`src/rtl/dpalu_pkg.sv`:
```
package dpalu_pkg;

   typedef enum logic [3:0] {
      OP_AND = 4'h0, OP_EOR = 4'h1, OP_SUB = 4'h2, OP_RSB = 4'h3,
      OP_ADD = 4'h4, OP_ADC = 4'h5, OP_SBC = 4'h6, OP_RSC = 4'h7,
      OP_TST = 4'h8, OP_TEQ = 4'h9, OP_CMP = 4'hA, OP_CMN = 4'hB,
      OP_ORR = 4'hC, OP_MOV = 4'hD, OP_BIC = 4'hE, OP_MVN = 4'hF
   } alu_op_e;

   // carry-in source of the adder
   typedef enum logic [1:0] {
      CIN_ZERO = 2'd0,
      CIN_ONE  = 2'd1,
      CIN_FLAG = 2'd2
   } cin_sel_e;

   typedef struct packed {
      logic n;
      logic z;
      logic c;
      logic v;
   } nzcv_t;

   typedef struct packed {
      logic     arith;    // result comes from the adder
      logic     swap;     // adder sees (second, first)
      logic     invert;   // adder inverts its second input
      cin_sel_e cin_sel;
      logic     writes;   // destination is written
      logic     force_fl; // flags update regardless of set-flags
   } dec_t;

endpackage

```
`src/rtl/dpalu_decode.sv`:
```
module dpalu_decode
   import dpalu_pkg::*;
(
   input  logic [3:0] opcode,
   output dec_t       dec
);

   alu_op_e op;
   assign op = alu_op_e'(opcode);

   always_comb begin
      dec          = '0;
      dec.writes   = 1'b1;
      dec.cin_sel  = CIN_ZERO;
      unique case (op)
         OP_ADD: begin
            dec.arith = 1'b1;
         end
         OP_ADC: begin
            dec.arith   = 1'b1;
            dec.cin_sel = CIN_FLAG;
         end
         OP_SUB: begin
            dec.arith   = 1'b1;
            dec.invert  = 1'b1;
            dec.cin_sel = CIN_ONE;
         end
         OP_SBC: begin
            dec.arith   = 1'b1;
            dec.invert  = 1'b1;
            dec.cin_sel = CIN_FLAG;
         end
         OP_RSB: begin
            dec.arith   = 1'b1;
            dec.swap    = 1'b1;
            dec.invert  = 1'b1;
            dec.cin_sel = CIN_ONE;
         end
         OP_RSC: begin
            dec.arith   = 1'b1;
            dec.swap    = 1'b1;
            dec.invert  = 1'b1;
            dec.cin_sel = CIN_FLAG;
         end
         OP_CMP: begin
            dec.arith    = 1'b1;
            dec.invert   = 1'b1;
            dec.cin_sel  = CIN_ONE;
            dec.writes   = 1'b0;
            dec.force_fl = 1'b1;
         end
         OP_CMN: begin
            dec.arith    = 1'b1;
            dec.writes   = 1'b0;
            dec.force_fl = 1'b1;
         end
         OP_TST, OP_TEQ: begin
            dec.writes   = 1'b0;
            dec.force_fl = 1'b1;
         end
         default: begin
            dec.arith = 1'b0;
         end
      endcase
   end

endmodule

```
`src/rtl/dpalu_adder.sv`:
```
module dpalu_adder #(
   parameter int unsigned WIDTH  = 32,
   parameter bit          RIPPLE = 1'b0
) (
   input  logic [WIDTH-1:0] a,
   input  logic [WIDTH-1:0] b,
   input  logic             swap,
   input  logic             invert,
   input  logic             cin,
   output logic [WIDTH-1:0] sum,
   output logic             cout,
   output logic             ovf
);

   localparam int unsigned MSB = WIDTH - 1;

   logic [WIDTH-1:0] x;
   logic [WIDTH-1:0] y_raw;
   logic [WIDTH-1:0] y;

   assign x     = swap ? b : a;
   assign y_raw = swap ? a : b;
   assign y     = invert ? ~y_raw : y_raw;

   generate
      if (RIPPLE) begin : g_ripple
         logic [WIDTH:0] chain;
         assign chain[0] = cin;
         for (genvar i = 0; i < WIDTH; i++) begin : g_bit
            assign sum[i]     = x[i] ^ y[i] ^ chain[i];
            assign chain[i+1] = (x[i] & y[i]) | (chain[i] & (x[i] ^ y[i]));
         end
         assign cout = chain[WIDTH];

         always_comb begin

            ripple_sum_chk: assert ({cout, sum} ==
                                    ({1'b0, x} + {1'b0, y} + {{WIDTH{1'b0}}, cin}))
               else $error("ripple chain disagrees with arithmetic sum");
         end
      end else begin : g_infer
         logic [WIDTH:0] full;
         assign full = {1'b0, x} + {1'b0, y} + {{WIDTH{1'b0}}, cin};
         assign sum  = full[MSB:0];
         assign cout = full[WIDTH];
      end
   endgenerate

   assign ovf = (x[MSB] == y[MSB]) && (sum[MSB] != x[MSB]);

endmodule

```
`src/rtl/dpalu_logic.sv`:
```
module dpalu_logic
   import dpalu_pkg::*;
#(
   parameter int unsigned WIDTH = 32
) (
   input  logic [WIDTH-1:0] a,
   input  logic [WIDTH-1:0] b,
   input  logic [3:0]       opcode,
   output logic [WIDTH-1:0] res
);

   alu_op_e op;
   assign op = alu_op_e'(opcode);

   always_comb begin
      case (op)
         OP_AND, OP_TST: res = a & b;
         OP_EOR, OP_TEQ: res = a ^ b;
         OP_ORR:         res = a | b;
         OP_MOV:         res = b;
         OP_BIC:         res = a & ~b;
         OP_MVN:         res = ~b;
         default:        res = '0;
      endcase
   end

endmodule

```
`src/rtl/dpalu_flags.sv`:
```
module dpalu_flags
   import dpalu_pkg::*;
#(
   parameter int unsigned WIDTH = 32
) (
   input  logic [WIDTH-1:0] value,
   input  logic             arith,
   input  logic             add_cout,
   input  logic             add_ovf,
   input  logic             sh_carry,
   input  nzcv_t            fin,
   input  logic             update,
   output nzcv_t            fout
);

   nzcv_t fresh;

   always_comb begin
      fresh.n = value[WIDTH-1];
      fresh.z = ~|value;
      fresh.c = arith ? add_cout : sh_carry;
      fresh.v = arith ? add_ovf : fin.v;
      fout    = update ? fresh : fin;
   end

endmodule

```
`src/rtl/dp_alu.sv`:
```
module dp_alu
   import dpalu_pkg::*;
#(
   parameter int unsigned WIDTH  = 32,
   parameter bit          RIPPLE = 1'b0
) (
   input  logic [WIDTH-1:0] opa,
   input  logic [WIDTH-1:0] opb,
   input  logic             sh_carry,
   input  logic [3:0]       flags_in,
   input  logic [3:0]       opcode,
   input  logic             set_flags,
   output logic [WIDTH-1:0] result,
   output logic             result_we,
   output logic [3:0]       flags_out
);

   generate
      if (WIDTH < 2) begin : g_bad_width
         $error("dp_alu: WIDTH must be at least 2");
      end
   endgenerate

   dec_t             dec;
   logic [WIDTH-1:0] add_sum;
   logic             add_cout;
   logic             add_ovf;
   logic             cin;
   logic [WIDTH-1:0] log_res;
   logic [WIDTH-1:0] value;
   nzcv_t            fin;
   nzcv_t            fout;

   assign fin = nzcv_t'(flags_in);

   dpalu_decode u_dec (
      .opcode (opcode),
      .dec    (dec)
   );

   always_comb begin
      case (dec.cin_sel)
         CIN_ONE:  cin = 1'b1;
         CIN_FLAG: cin = fin.c;
         default:  cin = 1'b0;
      endcase
   end

   dpalu_adder #(.WIDTH(WIDTH), .RIPPLE(RIPPLE)) u_add (
      .a      (opa),
      .b      (opb),
      .swap   (dec.swap),
      .invert (dec.invert),
      .cin    (cin),
      .sum    (add_sum),
      .cout   (add_cout),
      .ovf    (add_ovf)
   );

   dpalu_logic #(.WIDTH(WIDTH)) u_log (
      .a      (opa),
      .b      (opb),
      .opcode (opcode),
      .res    (log_res)
   );

   assign value = dec.arith ? add_sum : log_res;

   dpalu_flags #(.WIDTH(WIDTH)) u_flg (
      .value    (value),
      .arith    (dec.arith),
      .add_cout (add_cout),
      .add_ovf  (add_ovf),
      .sh_carry (sh_carry),
      .fin      (fin),
      .update   (set_flags | dec.force_fl),
      .fout     (fout)
   );

   assign result    = value;
   assign result_we = dec.writes;
   assign flags_out = fout;

   always_comb begin

      if (opcode[3:2] == 2'b10) begin
         cmp_no_write_chk: assert (!result_we)
            else $error("compare/test opcode asserted write-enable");
      end

      if (!set_flags && result_we) begin
         hold_flags_chk: assert (flags_out == flags_in)
            else $error("flags changed without set-flags");
      end

      if (set_flags && !dec.arith) begin
         logic_carry_chk: assert (flags_out[1] == sh_carry && flags_out[0] == flags_in[0])
            else $error("logical op did not take shifter carry / keep V");
      end

      if (set_flags || !result_we) begin
         zero_flag_chk: assert (flags_out[2] == (result == '0))
            else $error("Z flag disagrees with result");
      end
   end

endmodule

```
`config.mk`:
```
export PLATFORM = sky130hd
export DESIGN_NAME = dp_alu
export DESIGN_NICKNAME = d
export VERILOG_FILES = /design/src/rtl/dpalu_pkg.sv /design/src/rtl/dpalu_decode.sv /design/src/rtl/dpalu_adder.sv /design/src/rtl/dpalu_logic.sv /design/src/rtl/dpalu_flags.sv /design/src/rtl/dp_alu.sv
export SDC_FILE = /design/constraint.sdc
export NUM_CORES = 1
export LEC_CHECK = 0
export CORE_ASPECT_RATIO = 1.2
export CORE_MARGIN = 3
export CORE_UTILIZATION = 51
export DETAILED_ROUTE_END_ITERATION = 10
export GPL_TIMING_DRIVEN = 1
export PLACE_DENSITY = 0.86
export SLEW_MARGIN = 20
export SYNTH_ARGS = -nofsm -noshare
export SYNTH_HDL_FRONTEND = slang
export SYNTH_HIERARCHICAL = 1
export SYNTH_SLANG_ARGS = --single-unit
```
`constraint.sdc`:
```
create_clock -name vclk -period 6.1
set_clock_uncertainty 0.1 [all_clocks]
set_input_delay 0.915 -clock vclk [all_inputs]
set_output_delay 0.915 -clock vclk [all_outputs]
set_load 0.02 [all_outputs]
```
Yosys cells after proc, flatten, opt, wreduce, memory -nomap -nowiden

Index checks and enable logic that the tools add are counted.

Add/sub/neg operators: 2
Eq/ne operators: 19
Muxes and demuxes: 14
Bitwise gates (word level): 7
Reduce and logical (&&, ||, !) cells: 12

Operators with widths:

| cell                                                             | number |
|---|---|
| 32-bit case mux with 6 select lines                              | 1 |
| 32-bit two-way mux                                               | 4 |
| 32-bit AND                                                       | 2 |
| 32-bit NOT                                                       | 2 |
| 32-bit by 32-bit adder with 33-bit output                        | 1 |
| 33-bit by 1-bit adder with 33-bit output                         | 1 |
| 4-bit == test (second input constant)                            | 8 |
| 32-bit OR                                                        | 1 |
| 32-bit OR reduction                                              | 1 |
| 32-bit bitwise XOR                                               | 1 |
| 4-bit by 3-bit == test with 1-bit output (second input constant) | 4 |
| 4-bit by 2-bit == test with 1-bit output (second input constant) | 2 |
| 8-bit OR reduction                                               | 1 |
| 2-bit OR reduction                                               | 3 |
| 3-bit OR reduction                                               | 2 |
| 1-bit two-way mux                                                | 5 |
| 5-bit OR reduction                                               | 1 |
| 4-bit by 1-bit == test with 1-bit output (second input constant) | 1 |
| 4-bit logical NOT                                                | 1 |
| 4-bit two-way mux                                                | 1 |
| 2-bit case mux with 2 select lines                               | 1 |
| 4-bit OR reduction                                               | 1 |
| 2-bit by 1-bit == test with 1-bit output (second input constant) | 1 |
| 2-bit == test (second input constant)                            | 1 |
| other kinds (7)                                                  | 7 |

Flip-flop bits (word level): 0
Input port bits: 74
Output and inout port bits: 37

Logic depth before layout (Yosys ltp)

Gate-level depths: netlist of run 1.

Depth in word-level cells: 12
Gate-level depth with buffers: 21
Depth with buffers taken out: 21

Cells and area by module

The synthesis of run 1 kept the hierarchy.

Modules (own cells, without submodules):

| module       | times used | cells an instance | area each (µm²) |
|---|---|---|---|
| dpalu_adder  | 1          | 358               | 2813.9 |
| dpalu_logic  | 1          | 294               | 2519.9 |
| dp_alu       | 1          | 43                | 591.8 |
| dpalu_flags  | 1          | 19                | 145.1 |
| dpalu_decode | 1          | 12                | 60.1 |

Worst setup path before layout of run 1

No wires, ideal clock.

Path kind: input to output
Start point: in opcode[1]
End point: out flags_out[2]
Arrival: 5.041 ns
Setup slack: 0.044 ns
Stages: 19
Cell sequence: nand2_1 > nor2_1 > clkbuf_1 > buf_1 > mux2i_1 > fa_1 > inv_1 > fa_1 > a21o_1 > a221oi_2 > o21ai_2 > a32oi_2 > o21ai_1 > o41ai_1 > a31oi_1 > mux2_4 > nor4b_2 > nand4_1 > o31ai_2

RTL lines:

| element         | line         | source |
|---|---|---|
| start, declared | dp_alu.sv:11 | `input logic [3:0] opcode,` |
| end, declared   | dp_alu.sv:15 | `output logic [3:0] flags_out` |

==> results by group, run 1 <==
Status
  • Failing checks: negative setup slack
  • Run status: complete, but fails checks

Critical path
  • Arrival @ worst endpoint: 5240 ps
  • Crit. End Element: output pin
  • Crit path max fanout: 4
  • CP top delay family: compound AO/OA/AOI/OAI gates
  • Critical-path top delay cell: fa_2
  • CP Data Required Time: 5080 ps
  • Critical path class: input pin to output pin
  • Startpoint types: input pin
  • Buf/Inv on CP: 6
  • Worst-path cell chain: clkbuf_2 > nand2b_4 > a21oi_4 > inv_1 > ha_2 > a21oi_2 > nor2_1 > inv_1 > fa_2 > inv_2 > fa_2 > a21o_1 > a221oi_2 > o21ai_2 > a32oi_2 > buf_4 > a2bb2oi_4 > a21boi_2 > xnor2_1 > mux2_4 > nor4_4 > nand4_1 > o31ai_2 > buf_4
  • Worst path max stage delay: 350 ps

Run
  • Max-cap violations: 0

Route
  • Final ANT Viol Nets: 0
  • Via count: 6914
  • DRC: 0
  • Detailed-router iteration count before antenna repair: 7
  • DRT iter0 DRCs: 459
  • Total Routed Length: 22450 µm
  • Via/cell ratio: 6.168
  • DR WL/cell: 20.03 µm

GRT
  • Antenna violations before repair: 0
  • First-pass GRT wire length: 34940 µm
  • GRT Util Overall: 0.3132
  • Overflow after GRT: 0
  • Number of global-route vias before repair: 7346
  • Largest net degree at the start of global routing: 32

Placed design
  • I/O Buffers: 111
  • Final RePlAce weighted congestion: 1.012
  • Hpwl dp: 17060 µm
  • Area post-placement: 0.008519 mm²
  • Pre-CTS WS: -1025 ps

Power
  • Worst VDD drop: 0.0001232 V
  • LEAKAGE: 3.910 nW
  • Pwr/cell area: 167.9 mW/mm²
  • Power, Total: 1.470 mW

Layout
  • Share of cells above drive strength 1: 0.3662
  • ANT cells: 0
  • Clock buffers: 0
  • Flip-flop and latch count: 0
  • Final instance area: 0.008757 mm²
  • P&R area growth vs syn: 42.84%
  • Nets: 1107
  • Seq. cell area: 0 µm²

Hold path
  • Hold depth: 4
  • Hold/Removal Path Class: input pin to output pin
  • Worst Hold Launch: flags_in[2]
  • Worst Hold Path EP: flags_out[2]

Logic synthesis
  • Netlist cell types: 67
  • Sequential fraction of the synthesis area: 0
  • Share of the synthesized area in the top cell type: 0.1327
  • Top cells by count, synth: inv_1, mux2i_1, ha_1
  • Area contributors post-synth: ha_1, mux2i_1, mux2_4
  • Total of warnings raised by yosys: 6
  • Post-Syn Instances: 726
  • Avg Inst Size Synth: 8.445 µm²
  • Cell Area, Synth: 0.006131 mm²
  • Yosys top cell by area: ha_1
  • Net count after synthesis: 867
  • Most common cell in the netlist: inv_1

CTS
  • # hold bufs at CTS: 0

Die
  • Die span in y: 126.1 µm
  • Die ar.: 0.01338 mm²
  • Core Box Area: 0.01167 mm²
  • Die Wd: 106.1 µm
  • Row count: 43
  • Initial core utilization: 0.5251
  • Io pins: 111

STA
  • Final hold violation count: 0
  • Relative slew slack: 0.2818
  • Worst-Margin Slew: 1077 ps
  • Final setup viols: 1
  • Fin crit share: 1.025
  • Maximum clock rate: 159.9 MHz
  • Period minus WS final: 6255 ps
  • Pins over their slew limit: 0
  • Final worst slack: -154.9 ps
  • RSZ-0062 raised after global routing: true
[per-stage QoR]
step	utilization	setup TNS, ps	instances	hold WS (ps)
2_1_floorplan	-	0	726	1892
3_3_place_gp	0.7297	-1836	1112	2853
3_5_place_dp	0.7297	-3777	1112	2845
4_1_cts	0.7397	0	1116	2545
5_1_grt	0.7501	-471.5	1121	2576
6_report	0.7501	-154.9	1121	2549
[worst max path at each step]
stage	slack, ps	to	depth (start not counted)	startpoint
6_report	-150	flags_out[2]	24	opcode[2]
5_1_grt	-320	flags_out[2]	24	opcode[2]
4_1_cts	9	flags_out[2]	19	opcode[3]
3_5_place_dp	-1020	flags_out[2]	23	opcode[1]
3_3_place_gp	-920	flags_out[2]	23	opcode[1]
2_1_floorplan	40	flags_out[2]	19	opcode[1]
[kinds of logic (layout without fill, tap and decap cells)]
family                   count (synthesis)  after routing  synth area share
AND/OR/NAND/NOR                        137            137            0.1222
multiplexers                           133            133            0.2492
AO/OA/AOI/OAI                          200            200            0.3053
XOR/XNOR                                60             60           0.08571
adder cells (fa/ha/maj)                 67             67            0.1392
buffers and inverters                  129            367           0.09837
[cell usage in the layout (no fill, tap or decap), types with 4 or more instances in the layout]
| master | count |
|---|---|
| clkdlybuf4s50_1 | 103 |
| nand2_1 | 28 |
| buf_4 | 170 |
| nand3_1 | 5 |
| mux2i_1 | 65 |
| o211ai_1 | 6 |
| mux2_2 | 35 |
| xor2_1 | 9 |
| and3_1 | 6 |
| inv_1 | 76 |
| mux2_4 | 30 |
| xnor2_1 | 50 |
| o21ai_0 | 10 |
| a31oi_1 | 4 |
| a211oi_1 | 4 |
| o221ai_2 | 30 |
| a22oi_2 | 30 |
| o22a_1 | 31 |
| a21oi_1 | 32 |
| ha_1 | 63 |
| a21o_1 | 14 |
| nand4_1 | 6 |
| nand2b_1 | 40 |
| nor2_1 | 19 |
| buf_12 | 8 |
| nor4_2 | 4 |
[power breakdown]
part / switching, mW / internal, mW
Sequential: 0 / 0
Clock: 0 / 0
Combinational: 0.702 / 0.768
Total: 0.702 / 0.768
[area by class of cell]
type	instances	area (µm²)
multi-input combinational	597	5680
fill	784	2918
timing repair buffer	290	2591
inverter	77	289.0
tap	157	196.4
[per-layer routing]
layer	GRT usage	routed length (µm)	vias up
li1	-	-	3168
met2	0.6055	11680	340
met1	0.3326	7908	3285
met4	0.1639	1508	0
met5	0	0	-
met3	0.02512	1359	121
[timing repair]
action | 4_1_cts | 5_1_grt
setup buffers | 3 | 5
gates resized for setup | 25 | 35
setup endpoints to repair | 17 | 15
pin swaps | 10 | 18
endpoints found under the hold margin | 0 | 0
gates cloned | 1 | 0
Note: power is estimated with default switching activity, not from simulation.
==> run 2: changes to the inputs <==
--- a/config.mk
+++ b/config.mk
@@ -7,10 +7,11 @@
 export LEC_CHECK = 0
 export CORE_ASPECT_RATIO = 1.2
 export CORE_MARGIN = 3
-export CORE_UTILIZATION = 51
+export CORE_UTILIZATION = 57
 export DETAILED_ROUTE_END_ITERATION = 10
 export GPL_TIMING_DRIVEN = 1
-export PLACE_DENSITY = 0.86
+export PLACE_DENSITY = 0.94
+export SETUP_SLACK_MARGIN = 0.4
 export SLEW_MARGIN = 20
 export SYNTH_ARGS = -nofsm -noshare
 export SYNTH_HDL_FRONTEND = slang
==> run 2 against run 1 <==
The flow still finishes with violations (negative setup slack). Sequential share of layout area stayed put. Global-route usage increased by 11 points. Largest cell class unchanged. Fmax fell by 5.7%. Worst setup slack worse by 380 ps. Critical path type unchanged. Power grew 12%. Largest power group unchanged. Via count is 17% higher.
==> results by group, run 2 (same netlist as run 1, synthesis figures left out) <==
Status
  • Run status: complete, but fails checks
  • Failing checks: negative setup slack

Critical path
  • Arrival @ worst endpoint: 5620 ps (+380 ps)
  • CP startpoint: opcode[1]
  • Crit path max fanout: 8 (+4)
  • Startpoint types: input pin
  • Critical path class: input pin to output pin
  • Crit. End Element: output pin
  • CP Data Required Time: 5080 ps (about the same)

GRT
  • Antenna violations before repair: 0 (unchanged)
  • First-pass GRT wire length: 41650 µm (+19%)
  • Largest net degree at the start of global routing: 32 (unchanged)
  • GRT Util Overall: 0.4237 (+0.1105)
  • Number of global-route vias before repair: 8217 (+12%)
  • Overflow after GRT: 0 (unchanged)

Power
  • Pwr/cell area: 187.1 mW/mm² (+11%)
  • Worst VDD drop: 0.0001496 V (+21%)
  • Internal power: 0.7768 mW (+1.2%)
  • Switching share of power: 0.5285 (+0.05067)
  • Switch Pwr: 0.8706 mW (+24%)
  • Reg power frac: 0 (unchanged)
  • LEAKAGE: 4.031 nW (+3.1%)
  • Clock share of power: 0 (unchanged)
  • Combinational power share: 1.000 (about the same)

STA
  • Final setup viols: 1 (unchanged)
  • Worst-Margin Slew: 1090 ps (+12.82 ps)
  • RSZ-0062 raised after global routing: true
  • Period minus WS final: 6636 ps (+381.4 ps)
  • Final worst slack: -536.3 ps (-381.4 ps)
  • Pins over their slew limit: 0 (unchanged)
  • Fin crit share: 1.088 (+0.06252)
  • Relative slew slack: 0.2732 (-0.008549)
  • Maximum clock rate: 150.7 MHz (-5.7%)
  • Final hold violation count: 0 (unchanged)

Route
  • Detailed-router iteration count before antenna repair: 8 (+1)
  • Via/cell ratio: 7.466 (+21%)
  • Via count: 8123 (+17%)
  • DRC: 0 (unchanged)
  • DR WL/cell: 27.73 µm (+38%)
  • DRT iter0 DRCs: 1208 (+160%)
  • Total Routed Length: 30170 µm (+34%)
  • Final ANT Viol Nets: 0 (unchanged)

Placed design
  • I/O Buffers: 111 (unchanged)
  • Area post-placement: 0.008417 mm² (-1.2%)
  • Number of instances in the placed design: 1078 (-3.1%)
  • Final RePlAce weighted congestion: 1.038 (+2.6%)
  • Hpwl dp: 18020 µm (+5.6%)

Layout
  • Flip-flop and latch count: 0 (unchanged)
  • Most common cell after layout, fill and taps aside: buf_4
  • Final instance area: 0.008806 mm² (+0.56%)
  • Fin cells: 1088 (-2.9%)
  • Filler instances: 452 (-42%)
  • Seq. cell area: 0 µm² (unchanged)
  • Clock buffers: 0 (unchanged)
  • Nets: 1105 (-0.18%)
  • ANT cells: 0 (unchanged)
  • Share of cells above drive strength 1: 0.4033 (+0.03714)
  • Most frequent cells in the layout: buf_4, clkdlybuf4s50_1, inv_1, mux2i_1, ha_1
  • P&R area growth vs syn: 43.63%

Die
  • Initial core utilization: 0.5976 (+0.07243)
  • Die Wd: 100.7 µm (-5.1%)
  • Core Box Area: 0.01026 mm² (-12%)
  • Die ar.: 0.01204 mm² (-10%)
  • Row count: 40 (-7.0%)
  • Io pins: 111 (unchanged)
  • Die span in y: 119.6 µm (-5.2%)

CTS
  • # hold bufs at CTS: 0 (unchanged)

Hold path
  • Worst Hold Launch: flags_in[0]
  • Hold/Removal Path Class: input pin to output pin

Run
  • Max-cap violations: 0 (unchanged)
[run 2: routing by layer]
layer  global-route usage  share of wire  vias up
met3              0.09942           0.13      413
met5                    0              0        -
li1                     -              -     3174
met1               0.4473           0.32     3622
met2               0.7059           0.43      914
met4               0.3387           0.12        0
[run 2: worst max-delay path: stages]
cell and delay [ps]:
buf_8 110, nand2_4 60, nor2_4 160, buf_8 180, buf_12 130, buf_4 190
mux2i_4 360, xnor2_1 130, ha_1 250, a21oi_1 290, o211ai_1 180, a21oi_1 260
o21ai_0 180, a21oi_1 270, nor4bb_2 330, a311oi_1 90, mux2_4 300, nor4_4 500
nand4_1 280, o31ai_4 290, buf_6 160
[run 2: worst paths after layout]
check,to,slack [ps],cells after the start
max,flags_out[2],-540,21
min,flags_out[0],2480,3
[run 2: area by class of cell]
cell class / count / area, µm² / area share
Timing Repair Buffer: 288 / 2502 / 0.2842
Tap cell: 126 / 157.7 / 0.01790
Multi-Input combinational cell: 597 / 5857 / 0.6651
Inverter: 77 / 289.0 / 0.03282
[run 2: through the flow]
stage | utilization | TNS, ps | worst slack (ps) | total power, mW | hold WS, ps
after floorplan | - | 0 | 409.2 | 0.7722 | 1891
after global placement | 0.8204 | -1382 | -772.9 | 1.333 | 2846
after detailed placement | 0.8204 | -5300 | -1141 | 1.400 | 2856
after CTS | 0.8455 | 0 | 172.6 | 1.461 | 2573
after global routing | 0.8583 | -620.1 | -620.1 | 1.691 | 2501
final | 0.8583 | -536.3 | -536.3 | 1.647 | 2482
[run 2: what timing repair did]
action	4_1_cts	5_1_grt
endpoints found under the setup margin	26	24
setup buffers	8	2
hold endpoints to repair	0	0
gates resized for setup	80	58
cloned	0	0
pin swaps	28	8
[run 2: power groups by stage]
stage / combinational (mW) / sequential [mW] / clock (mW)
after floorplan: 0.772 / 0 / 0
after global placement: 1.33 / 0 / 0
after detailed placement: 1.40 / 0 / 0
after CTS: 1.46 / 0 / 0
after global routing: 1.69 / 0 / 0
final: 1.65 / 0 / 0
